===== src/rtl/blx_pkg.sv =====
package blx_pkg;
    localparam int LUMA_W = 10;
    localparam int FRAC_W = 4;
    localparam int EXT_W  = LUMA_W + FRAC_W + 2;
    localparam logic [LUMA_W-1:0] LUMA_MAX = {LUMA_W{1'b1}};

    typedef logic [LUMA_W-1:0]        luma_t;
    typedef logic [FRAC_W-1:0]        frac_t;
    typedef logic signed [EXT_W-1:0]  wide_t;

    typedef struct packed {
        logic  valid;
        logic  pass;
        frac_t gain;
        luma_t luma;
        luma_t knee;
    } stage_a_t;

    typedef struct packed {
        logic  valid;
        wide_t sum;
    } stage_b_t;

    function automatic luma_t knee_from_range(luma_t lo, luma_t hi, frac_t frac);
        luma_t                     span;
        logic [LUMA_W+FRAC_W-1:0]  prod;
        span = hi - lo;
        prod = frac * span;
        return lo + luma_t'(prod >> FRAC_W);
    endfunction

    function automatic wide_t expand_value(luma_t lin, luma_t knee, frac_t gain, logic pass);
        wide_t lin_w;
        wide_t diff;
        wide_t prod;
        lin_w = $signed({{(EXT_W-LUMA_W){1'b0}}, lin});
        diff  = lin_w - $signed({{(EXT_W-LUMA_W){1'b0}}, knee});
        prod  = $signed({{(EXT_W-FRAC_W){1'b0}}, gain}) * diff;
        if (pass || lin >= knee)
            return lin_w;
        return lin_w + (prod >>> FRAC_W);
    endfunction

    function automatic luma_t clamp_luma(wide_t v);
        if (v < 0)
            return '0;
        if (v > $signed({{(EXT_W-LUMA_W){1'b0}}, LUMA_MAX}))
            return LUMA_MAX;
        return v[LUMA_W-1:0];
    endfunction
endpackage


===== src/rtl/blx_lowpass.sv =====
module blx_lowpass
    import blx_pkg::*;
#(
    parameter int SHIFT = 3
) (
    input  logic  clk,
    input  logic  rst,
    input  logic  in_valid,
    input  luma_t in_luma,
    output luma_t smooth_next
);
    luma_t                   acc_q;
    logic signed [LUMA_W:0]  delta;
    logic signed [LUMA_W:0]  step;
    logic signed [LUMA_W:0]  nxt;

    always_comb begin
        delta       = $signed({1'b0, in_luma}) - $signed({1'b0, acc_q});
        step        = delta >>> SHIFT;
        nxt         = $signed({1'b0, acc_q}) + step;
        smooth_next = nxt[LUMA_W-1:0];
    end

    always_ff @(posedge clk) begin
        if (rst)
            acc_q <= '0;
        else if (in_valid)
            acc_q <= smooth_next;
    end
endmodule


===== src/rtl/blx_range_tracker.sv =====
module blx_range_tracker
    import blx_pkg::*;
(
    input  logic  clk,
    input  logic  rst,
    input  logic  sample_valid,
    input  luma_t sample,
    input  logic  field_start,
    input  frac_t tilt_frac,
    output luma_t knee
);
    luma_t lo_q;
    luma_t hi_q;
    logic  seen_q;
    luma_t knee_q;

    always_ff @(posedge clk) begin
        if (rst) begin
            lo_q   <= LUMA_MAX;
            hi_q   <= '0;
            seen_q <= 1'b0;
            knee_q <= '0;
        end else if (field_start) begin
            if (seen_q)
                knee_q <= knee_from_range(lo_q, hi_q, tilt_frac);
            lo_q   <= sample_valid ? sample : LUMA_MAX;
            hi_q   <= sample_valid ? sample : '0;
            seen_q <= sample_valid;
        end else if (sample_valid) begin
            if (sample < lo_q) lo_q <= sample;
            if (sample > hi_q) hi_q <= sample;
            seen_q <= 1'b1;
        end
    end

    assign knee = knee_q;
endmodule


===== src/rtl/blx_expand_pipe.sv =====
module blx_expand_pipe
    import blx_pkg::*;
(
    input  logic  clk,
    input  logic  rst,
    input  logic  in_valid,
    input  luma_t in_luma,
    input  logic  pass,
    input  luma_t knee,
    input  luma_t cap,
    input  frac_t gain,
    output logic  out_valid,
    output luma_t out_luma
);
    stage_a_t sa_q;
    stage_b_t sb_q;
    logic     oval_q;
    luma_t    oluma_q;

    always_ff @(posedge clk) begin
        if (rst) begin
            sa_q    <= '0;
            sb_q    <= '0;
            oval_q  <= 1'b0;
            oluma_q <= '0;
        end else begin
            sa_q.valid <= in_valid;
            sa_q.pass  <= pass;
            sa_q.gain  <= gain;
            sa_q.luma  <= in_luma;
            sa_q.knee  <= (knee < cap) ? knee : cap;

            sb_q.valid <= sa_q.valid;
            sb_q.sum   <= expand_value(sa_q.luma, sa_q.knee, sa_q.gain, sa_q.pass);

            oval_q  <= sb_q.valid;
            oluma_q <= clamp_luma(sb_q.sum);
        end
    end

    assign out_valid = oval_q;
    assign out_luma  = oluma_q;
endmodule


===== src/rtl/black_level_expander.sv =====
module black_level_expander
    import blx_pkg::*;
#(
    parameter int LPF_SHIFT = 3
) (
    input  logic                clk,
    input  logic                rst,
    input  logic                in_valid,
    input  logic [LUMA_W-1:0]   in_luma,
    input  logic                field_start,
    input  logic                bypass,
    input  logic [FRAC_W-1:0]   cfg_tilt_frac,
    input  logic [FRAC_W-1:0]   cfg_expand_gain,
    input  logic [LUMA_W-1:0]   cfg_expand_cap,
    output logic                out_valid,
    output logic [LUMA_W-1:0]   out_luma
);
    luma_t smooth_w;
    luma_t knee_w;

    blx_lowpass #(.SHIFT(LPF_SHIFT)) u_lpf (
        .clk         (clk),
        .rst         (rst),
        .in_valid    (in_valid),
        .in_luma     (in_luma),
        .smooth_next (smooth_w)
    );

    blx_range_tracker u_track (
        .clk          (clk),
        .rst          (rst),
        .sample_valid (in_valid),
        .sample       (smooth_w),
        .field_start  (field_start),
        .tilt_frac    (cfg_tilt_frac),
        .knee         (knee_w)
    );

    blx_expand_pipe u_pipe (
        .clk       (clk),
        .rst       (rst),
        .in_valid  (in_valid),
        .in_luma   (in_luma),
        .pass      (bypass),
        .knee      (knee_w),
        .cap       (cfg_expand_cap),
        .gain      (cfg_expand_gain),
        .out_valid (out_valid),
        .out_luma  (out_luma)
    );
endmodule


===== config.mk =====
export PLATFORM = sky130hd
export DESIGN_NAME = black_level_expander
export DESIGN_NICKNAME = d
export VERILOG_FILES = /design/src/rtl/blx_pkg.sv /design/src/rtl/blx_lowpass.sv /design/src/rtl/blx_range_tracker.sv /design/src/rtl/blx_expand_pipe.sv /design/src/rtl/black_level_expander.sv
export SDC_FILE = /design/constraint.sdc
export NUM_CORES = 1
export LEC_CHECK = 0
export BUFFER_PORTS_ARGS = -buffer_cell sky130_fd_sc_hd__buf_2
export CAP_MARGIN = 20
export CORE_UTILIZATION = 50
export DETAILED_ROUTE_END_ITERATION = 16
export PLACE_DENSITY = 0.67
export SETUP_SLACK_MARGIN = 0.02
export SYNTH_ARGS = -nofsm -noshare
export SYNTH_HDL_FRONTEND = slang
export SYNTH_SLANG_ARGS = --single-unit

===== constraint.sdc =====
create_clock -name clk -period 7.2 [get_ports clk]
set_input_delay 1.44 -clock clk [delete_from_list [all_inputs] [get_ports clk]]
set_output_delay 1.44 -clock clk [all_outputs]
set_load 0.02 [all_outputs]

After elaboration in Yosys (flattened, before gate mapping). Index checks and enable logic that the tools add are counted.

Register bits after elaboration: 95. Input bits: 33. Output and inout bits: 11. Logic and storage cells: 59.

Add/sub/neg operators: 6. Multiply operators: 2. Order comparisons: 6. Multiplexer cells: 24. Reductions and logical operators: 7.

Operators with widths (count): 10-bit two-way mux (13); 16-bit two-way mux (2); 10-bit by 10-bit subtractor with 11-bit output (2); 10-bit < comparator (2); 16-bit by 11-bit greater-than comparator with 1-bit output, second input constant (1); 16-bit by 1-bit < comparator with 1-bit output, second input constant (1); 5-bit by 11-bit multiplier with 16-bit output (1); 4-bit by 10-bit multiplier with 14-bit output (1); 11-bit by 12-bit adder with 13-bit output (1); 10-bit adder (1); 10-bit by 8-bit adder with 10-bit output (1); 10-bit greater-or-equal comparator (1); 10-bit greater-than comparator (1); 10-bit subtractor (1); 1-bit two-way mux (9); 2-bit AND reduction (3); 2-bit nonzero test (3); 1-bit logical OR (1).

Logic depth before layout (Yosys ltp). Gate-level depths: netlist of run 1.

Depth after elaboration: 7. Mapped depth: 30. Depth with buffers taken out: 30.

Hierarchy. A second synthesis of run 1 with hierarchy kept.

Cell total of the unflattened synthesis: 1038. Area total of the unflattened synthesis: 8902.3 µm².

Modules (own cells, without submodules): blx_expand_pipe (times used 1, cells an instance 486, area each 4340.4 µm², sequential area each 1021.0 µm²); blx_range_tracker (times used 1, cells an instance 410, area each 3380.7 µm², sequential area each 620.6 µm²); blx_lowpass (times used 1, cells an instance 142, area each 1181.1 µm², sequential area each 200.2 µm²).

Worst setup path after synthesis of run 1. Ideal clock, no wire load.

Path kind: reg2reg. Start: register u_pipe.sa_q[10] (netlist name). End: register u_pipe.sb_q[11] (netlist name). Library setup time: 0.121 ns. Data arrival time: 5.823 ns. Required time: 7.079 ns. Path slack: 1.256 ns. Cell stages (with the launch flop): 31. Path buffers: 0. Clock period less this slack: 5.944 ns. Cells stage by stage: dfxtp_1 inv_1 ha_1 inv_1 fa_1 a21o_1 a21oi_2 o21bai_1 a21oi_1 xnor2_1 and2_1 ha_1 fa_1 inv_1 fa_1 inv_1 ha_1 nand3_1 o21ba_2 o31a_1 o21a_1 o21a_1 nor2_1 xnor2_1 ha_1 and2_1 o21ai_0 o21ai_0 o22ai_1 nor3_1 mux2_4.

Word-level cells in the longest chain between the ends: 5. Elaborated cells between the ends (all ways): 8. Classes of those cells: add/sub: 2; mul: 1; order compare: 1; mux: 3; reduce/logical: 1.

RTL lines: from (decl) (RTL line blx_expand_pipe.sv:15) `stage_a_t sa_q;`; parallel branches: the longest is 4 deep, another holds 5-bit by 11-bit multiplier with 16-bit output; 16-bit two-way mux (*) (RTL line blx_pkg.sv:41) `return lin_w + (prod >>> FRAC_W);`; to (decl) (RTL line blx_expand_pipe.sv:16) `stage_b_t sb_q;`.

Every way passes the cells marked *. The select of a mux whose other input is x is not followed. A chain may end at the register's enable or synchronous reset.

Worst setup path after layout of run 1. Ends and elaborated chain as after synthesis.

==> results.cfg, run 1 <==
[clock_network]
clock_latency_ns = 0.36
cts_htree_levels = 3
cts_setup_buffers = 0
hold_buffers = 0
cts.repair.resized = 0
clockBufferDepth = 2
cts_tree = built
clk_pin_slew_ns = 0.07
cts_buffers = 9
cts.sinks = 92
cts_root_buffer = clkbuf_16

[detailed_routing]
met1_length_um = 8512
wl_per_cell_um = 14.00
routed-wl-met2_um = 8955
wl_met3_um = 338
firstDrtPassIters = 11
post_drt_via_cell_ratio = 5.234
vias = 6810
ant_nets = 0
routed.top_layer = met4
first_iter_violations = 275
routed_wirelength_um = 18210
route.detailed.drc = 2

[sta]
min_period_ns = 6.437
tightest_slew_ns = 0.9094
fmax_mhz = 155.3
rsz0062_at_grt = false
finalSetupViolCount = 0
fin_skew_ns = 0.01622
finalCritPeriodShare_pct = 89.41
setup_tns_ns = 0
drv_slew = 0
timing.slew.headroom_pct = 39.37
hold_violations = 0

[critical_path]
crit_type = reg2reg
endpoint = u_pipe.sb_q[11]
rr_startpoint = u_pipe.sa_q[10]
worstRegToRegCells = 30
worstSetupPathDepth = 30
r2r_slack_ns = 0.76
worst_path_max_delay_cell = fa_1
crit_family = adder cells
cp-startpoint = u_pipe.sa_q[10]
cpPeakStageDelay_ns = 0.54
worstReg2RegEnd = u_pipe.sb_q[11]
required_ns = 7.45
crit_arrival_ns = 6.68
endpoint_kind = flop
startpoint_type = flop
path_buf_inv = 4
worst-path-max-fanout = 5

[min_path]
hold_class = reg2reg

[cells_and_area]
diodes = 0
fin_nets = 1276
area_delta_synth_final_pct = 8.178
multi_input_area_um2 = 6266
drive_above_1_share_pct = 7.900
ff_latch_area_um2 = 1842
fillers = 1627

[grt]
grt_usage_pct = 21.98
grt_start_max_net_pins = 85
overflow = 0
antenna_found_initial = 0
grt_pass1_vias = 6708
grt_pass1_wl_um = 31580

[floorplan]
rows = 48
fp.dieArea_um2 = 18070
start_util_pct = 50.86
die_h_um = 134.4
ioPinCount = 44
die_w_um = 134.4
fp.coreArea_um2 = 17240

[synthesis]
syn-cell-area_um2 = 8767
synth_edf_count = 0
synth_ff_type = dfxtp_1
synth_seq_cells = 92
synth_nets = 1242
yosysWarnings = 0
yosysSeqAreaShare_pct = 21.01
syn_area_per_cell_um2 = 8.454
synthTopCellsByArea = dfxtp_1 21%, ha_1 19%, fa_1 9.6%
synthArstFlopShare_pct = 0
synth.distinct_cells = 65
synth_top_cell_area_share_pct = 21.01
synth_top_area_cell = dfxtp_1
syn_inst = 1037

[placed_design]
place.detailed.hpwl_um = 15060
gp_congestion = 0.8696
port_buffers = 43

[status]
violations = DRC
status = finished, violations left

[flow_run]
drv_cap = 0
## per-stage QoR
step / hold slack, ns / setup WS [ns] / instances / utilization (%) / cell area [um^2]
after floorplan: 0.4138 / 1.256 / 1037 / - / 8767
after global placement: 0.4319 / 0.9924 / 1285 / 53.34 / 9194
after detailed placement: 0.4317 / 0.8007 / 1285 / 53.34 / 9194
after CTS: 0.4480 / 0.7863 / 1301 / 55.02 / 9484
after global routing: 0.4696 / 0.2928 / 1301 / 55.02 / 9484
final: 0.4447 / 0.7627 / 1301 / 55.02 / 9484
## synthesized netlist by cell type, drive strengths merged, types with 8 or more instances
master and count:
clkbuf 16, dfxtp 92, nor2 82, nand3 8
fa 42, a21o 23, inv 149, buf 8
xor2 17, ha 130, mux2i 34, o21ai 34
xnor2 41, o211ai 11, nor3 17, and2 42
nand2b 41, a22oi 10, a211oi 10, nand2 65
nor2b 28, o21a 22, a21oi 43
## layout by cell type, fill, tap and decap left out, types with 41 or more instances in the layout
master	instances
buf_2	43
fa_1	42
and2_1	42
nand2_1	65
nor2_1	82
a21oi_1	42
ha_1	130
inv_1	149
nand2b_1	41
dfxtp_1	92
## layer usage
layer	track usage [%]	up-vias
li1	-	3539
met1	27.29	3178
met2	38.86	65
met3	2.834	28
met4	7.865	0
met5	0	-
## sequential cells by signal, summed over array words and instances (netlist names)
signal            flops
u_pipe.sa_q          26
u_pipe.sb_q          14
u_track.lo_q         10
u_track.seen_q        1
u_track.knee         10
u_pipe.out_valid      1
u_lpf.acc_q          10
u_track.hi_q         10
u_pipe.out_luma      10
## worst min path at each step
stage	from	to	slack (ns)	cells past startpoint
6_report	u_pipe.sb_q[16]	u_pipe.out_valid	0.44	1
5_1_grt	u_pipe.sb_q[16]	u_pipe.out_valid	0.47	1
4_1_cts	u_pipe.sb_q[16]	u_pipe.out_valid	0.45	1
3_5_place_dp	u_pipe.sb_q[16]	u_pipe.out_valid	0.43	1
3_3_place_gp	u_pipe.sb_q[16]	u_pipe.out_valid	0.43	1
2_1_floorplan	u_pipe.sb_q[16]	u_pipe.out_valid	0.41	1
## final cells by class
class | count | share of cell area [%]
clock buffers | 9 | 2.375
clock inverters | 7 | 0.6860
inverters | 149 | 5.897
multi-input cells | 772 | 66.07
flip-flops and latches | 92 | 19.42
well taps | 225 | 2.968
repair buffers | 47 | 2.586
## logic make-up after synthesis
group | after synthesis | share of synthesized area (%)
AO/OA/AOI/OAI | 193 | 15.07
buffers and inverters | 173 | 7.521
XOR/XNOR | 58 | 5.880
adder cells (fa/ha/maj) | 172 | 28.14
multiplexers | 37 | 4.310
flip-flops | 92 | 21.01
AND/OR/NAND/NOR | 312 | 18.07
Power of run 1 is not shown: default switching activity piles up to over one toggle a cycle in this logic, so the estimate is an artifact.
==> run 2, diff against run 1 <==
==> constraint.sdc (replaced) <==
create_clock -name clk -period 7.1 [get_ports clk]
set_input_delay 1.42 -clock clk [delete_from_list [all_inputs] [get_ports clk]]
set_output_delay 1.42 -clock clk [all_outputs]
set_load 0.02 [all_outputs]
==> run 2 against run 1 <==
The flow still finishes with violations (DRC). Final cell count increased by 0.15%. Clock-buffer cell count stayed put. First-iteration DRC count decreased by 7.3%. Sequential share of layout area down 0.064 points. Clock skew fell by 0.0016 ns. Critical path depth stayed put. Hold slack got worse by 0.00097 ns. Register-to-register slack worse by 0.04 ns. Non-clock buffer count rose by 2. Design area increased by 0.33%.
==> results.cfg, run 2 (same netlist as run 1, synthesis figures left out) <==
[critical_path]
worst_path_max_delay_cell = fa_1
crit_type = reg2reg
worst-path-max-fanout = 5
rr_startpoint = u_pipe.sa_q[10]
cpPeakStageDelay_ns = 0.54
endpoint_kind = flop
startpoint_type = flop
worstReg2RegEnd = u_pipe.sb_q[11]
r2r_slack_ns = 0.72
required_ns = 7.35
worstRegToRegCells = 30
crit_arrival_ns = 6.62

[detailed_routing]
first_iter_violations = 255
ant_nets = 0
route.detailed.drc = 2
wl_per_cell_um = 13.94
post_drt_via_cell_ratio = 5.184
firstDrtPassIters = 10
routed_wirelength_um = 18170
vias = 6755

[sta]
setup_tns_ns = 0
drv_slew = 0
hold_violations = 0
fin_skew_ns = 0.01466
min_period_ns = 6.378
finalSetupViolCount = 0
fmax_mhz = 156.8
rsz0062_at_grt = false
tightest_slew_ns = 0.8273
timing.slew.headroom_pct = 44.85
finalCritPeriodShare_pct = 89.83

[cells_and_area]
diodes = 0
fillers = 1616
ff_latch_area_um2 = 1842
top_register = u_pipe.sa_q
largest_registers = u_pipe.sa_q: 26 flops, u_pipe.sb_q: 14 flops
fin_util_pct = 55.20
area_delta_synth_final_pct = 8.534
multi_input_area_um2 = 6266
layout_common_cells = 149 x inv_1, 130 x ha_1, 92 x dfxtp_1, 82 x nor2_1, 65 x nand2_1
largest_reg_flops = 26
mostFrequentLayoutCell = inv_1
fin_nets = 1278
drive_above_1_share_pct = 8.071

[floorplan]
rows = 48
fp.coreArea_um2 = 17240
ioPinCount = 44
start_util_pct = 50.86
die_w_um = 134.4
fp.dieArea_um2 = 18070
die_h_um = 134.4

[min_path]
hold_start = u_pipe.sb_q[6]
hold-path-cell-count = 1
min_delay_worst_endpoint = u_pipe.out_luma[6]
hold_class = reg2reg

[clock_network]
cts.repair.resized = 0
hold_buffers = 0
cts_buffers = 9
cts_tree = built
cts_root_buffer = clkbuf_16
clock_latency_ns = 0.36
cts.sinks = 92
cts_htree_levels = 3
clk_pin_slew_ns = 0.07
cts_setup_buffers = 0
clockBufferDepth = 2

[status]
status = finished, violations left
violations = DRC

[grt]
antenna_found_initial = 0
grt_pass1_vias = 6520
overflow = 0
grt_usage_pct = 21.69
grt_pass1_wl_um = 31380
grt_start_max_net_pins = 85

[placed_design]
port_buffers = 43
gp_congestion = 0.8706
place.detailed.hpwl_um = 14890

[flow_run]
drv_cap = 0
## run 2: cell count changes in the layout (fill, tap and decap cells not counted)
| cell | before | now |
|---|---|---|
| clkinvlp_4 | 1 | 0 |
| buf_4 | 4 | 6 |
| inv_6 | 2 | 0 |
| clkinv_4 | 2 | 3 |
| clkinv_8 | 0 | 2 |
## run 2: worst max-delay path: cells and delay by family, from the launching register on
| kind | cells | cell delay [ns] |
|---|---|---|
| flops | 1 | 0.33 |
| buf+inv | 4 | 0.22 |
| mux | 1 | 0.29 |
| compound gates | 11 | 1.97 |
| simple gates | 5 | 0.63 |
| xor+xnor | 2 | 0.35 |
| fa+ha+maj | 7 | 2.47 |
## run 2: layout make-up
cell class              count  share of cell area (%)
inverters                 149                   5.878
well taps                 225                   2.959
flip-flops and latches     92                   19.36
multi-input cells         772                   65.85
clock buffers               9                   2.367
repair buffers             49                   2.735
clock inverters             7                  0.8547
## run 2: layer usage
layer  track usage (%)  vias to the layer above  part of all wire (%)
li1                  -                     3542                     -
met1             27.57                     3132                    47
met2             38.31                       60                    49
met3             2.797                       21                   1.8
met4             6.117                        0                   1.7
met5                 0                        -                     0
## run 2: worst max path at each step
stage / start / endpoint / cells past startpoint
5_1_grt: u_track.lo_q[0] / u_track.knee[9] / 28
6_report: u_pipe.sa_q[10] / u_pipe.sb_q[11] / 30
2_1_floorplan: u_pipe.sa_q[10] / u_pipe.sb_q[11] / 30
3_5_place_dp: u_pipe.sa_q[10] / u_pipe.sb_q[11] / 30
4_1_cts: u_pipe.sa_q[10] / u_pipe.sb_q[11] / 30
3_3_place_gp: u_pipe.sa_q[10] / u_pipe.sb_q[11] / 30
## run 2: stage by stage
stage	worst slack, ns	instance area, um^2	std cells	hold WS, ns
global placement	0.9074	9209	1287	0.4279
CTS	0.7386	9515	1303	0.4455
global route	0.1764	9515	1303	0.4645
floorplan	1.156	8767	1037	0.4138
detailed placement	0.7829	9209	1287	0.4279
finish	0.7221	9515	1303	0.4437
Power of run 2 is left out for the same reason.
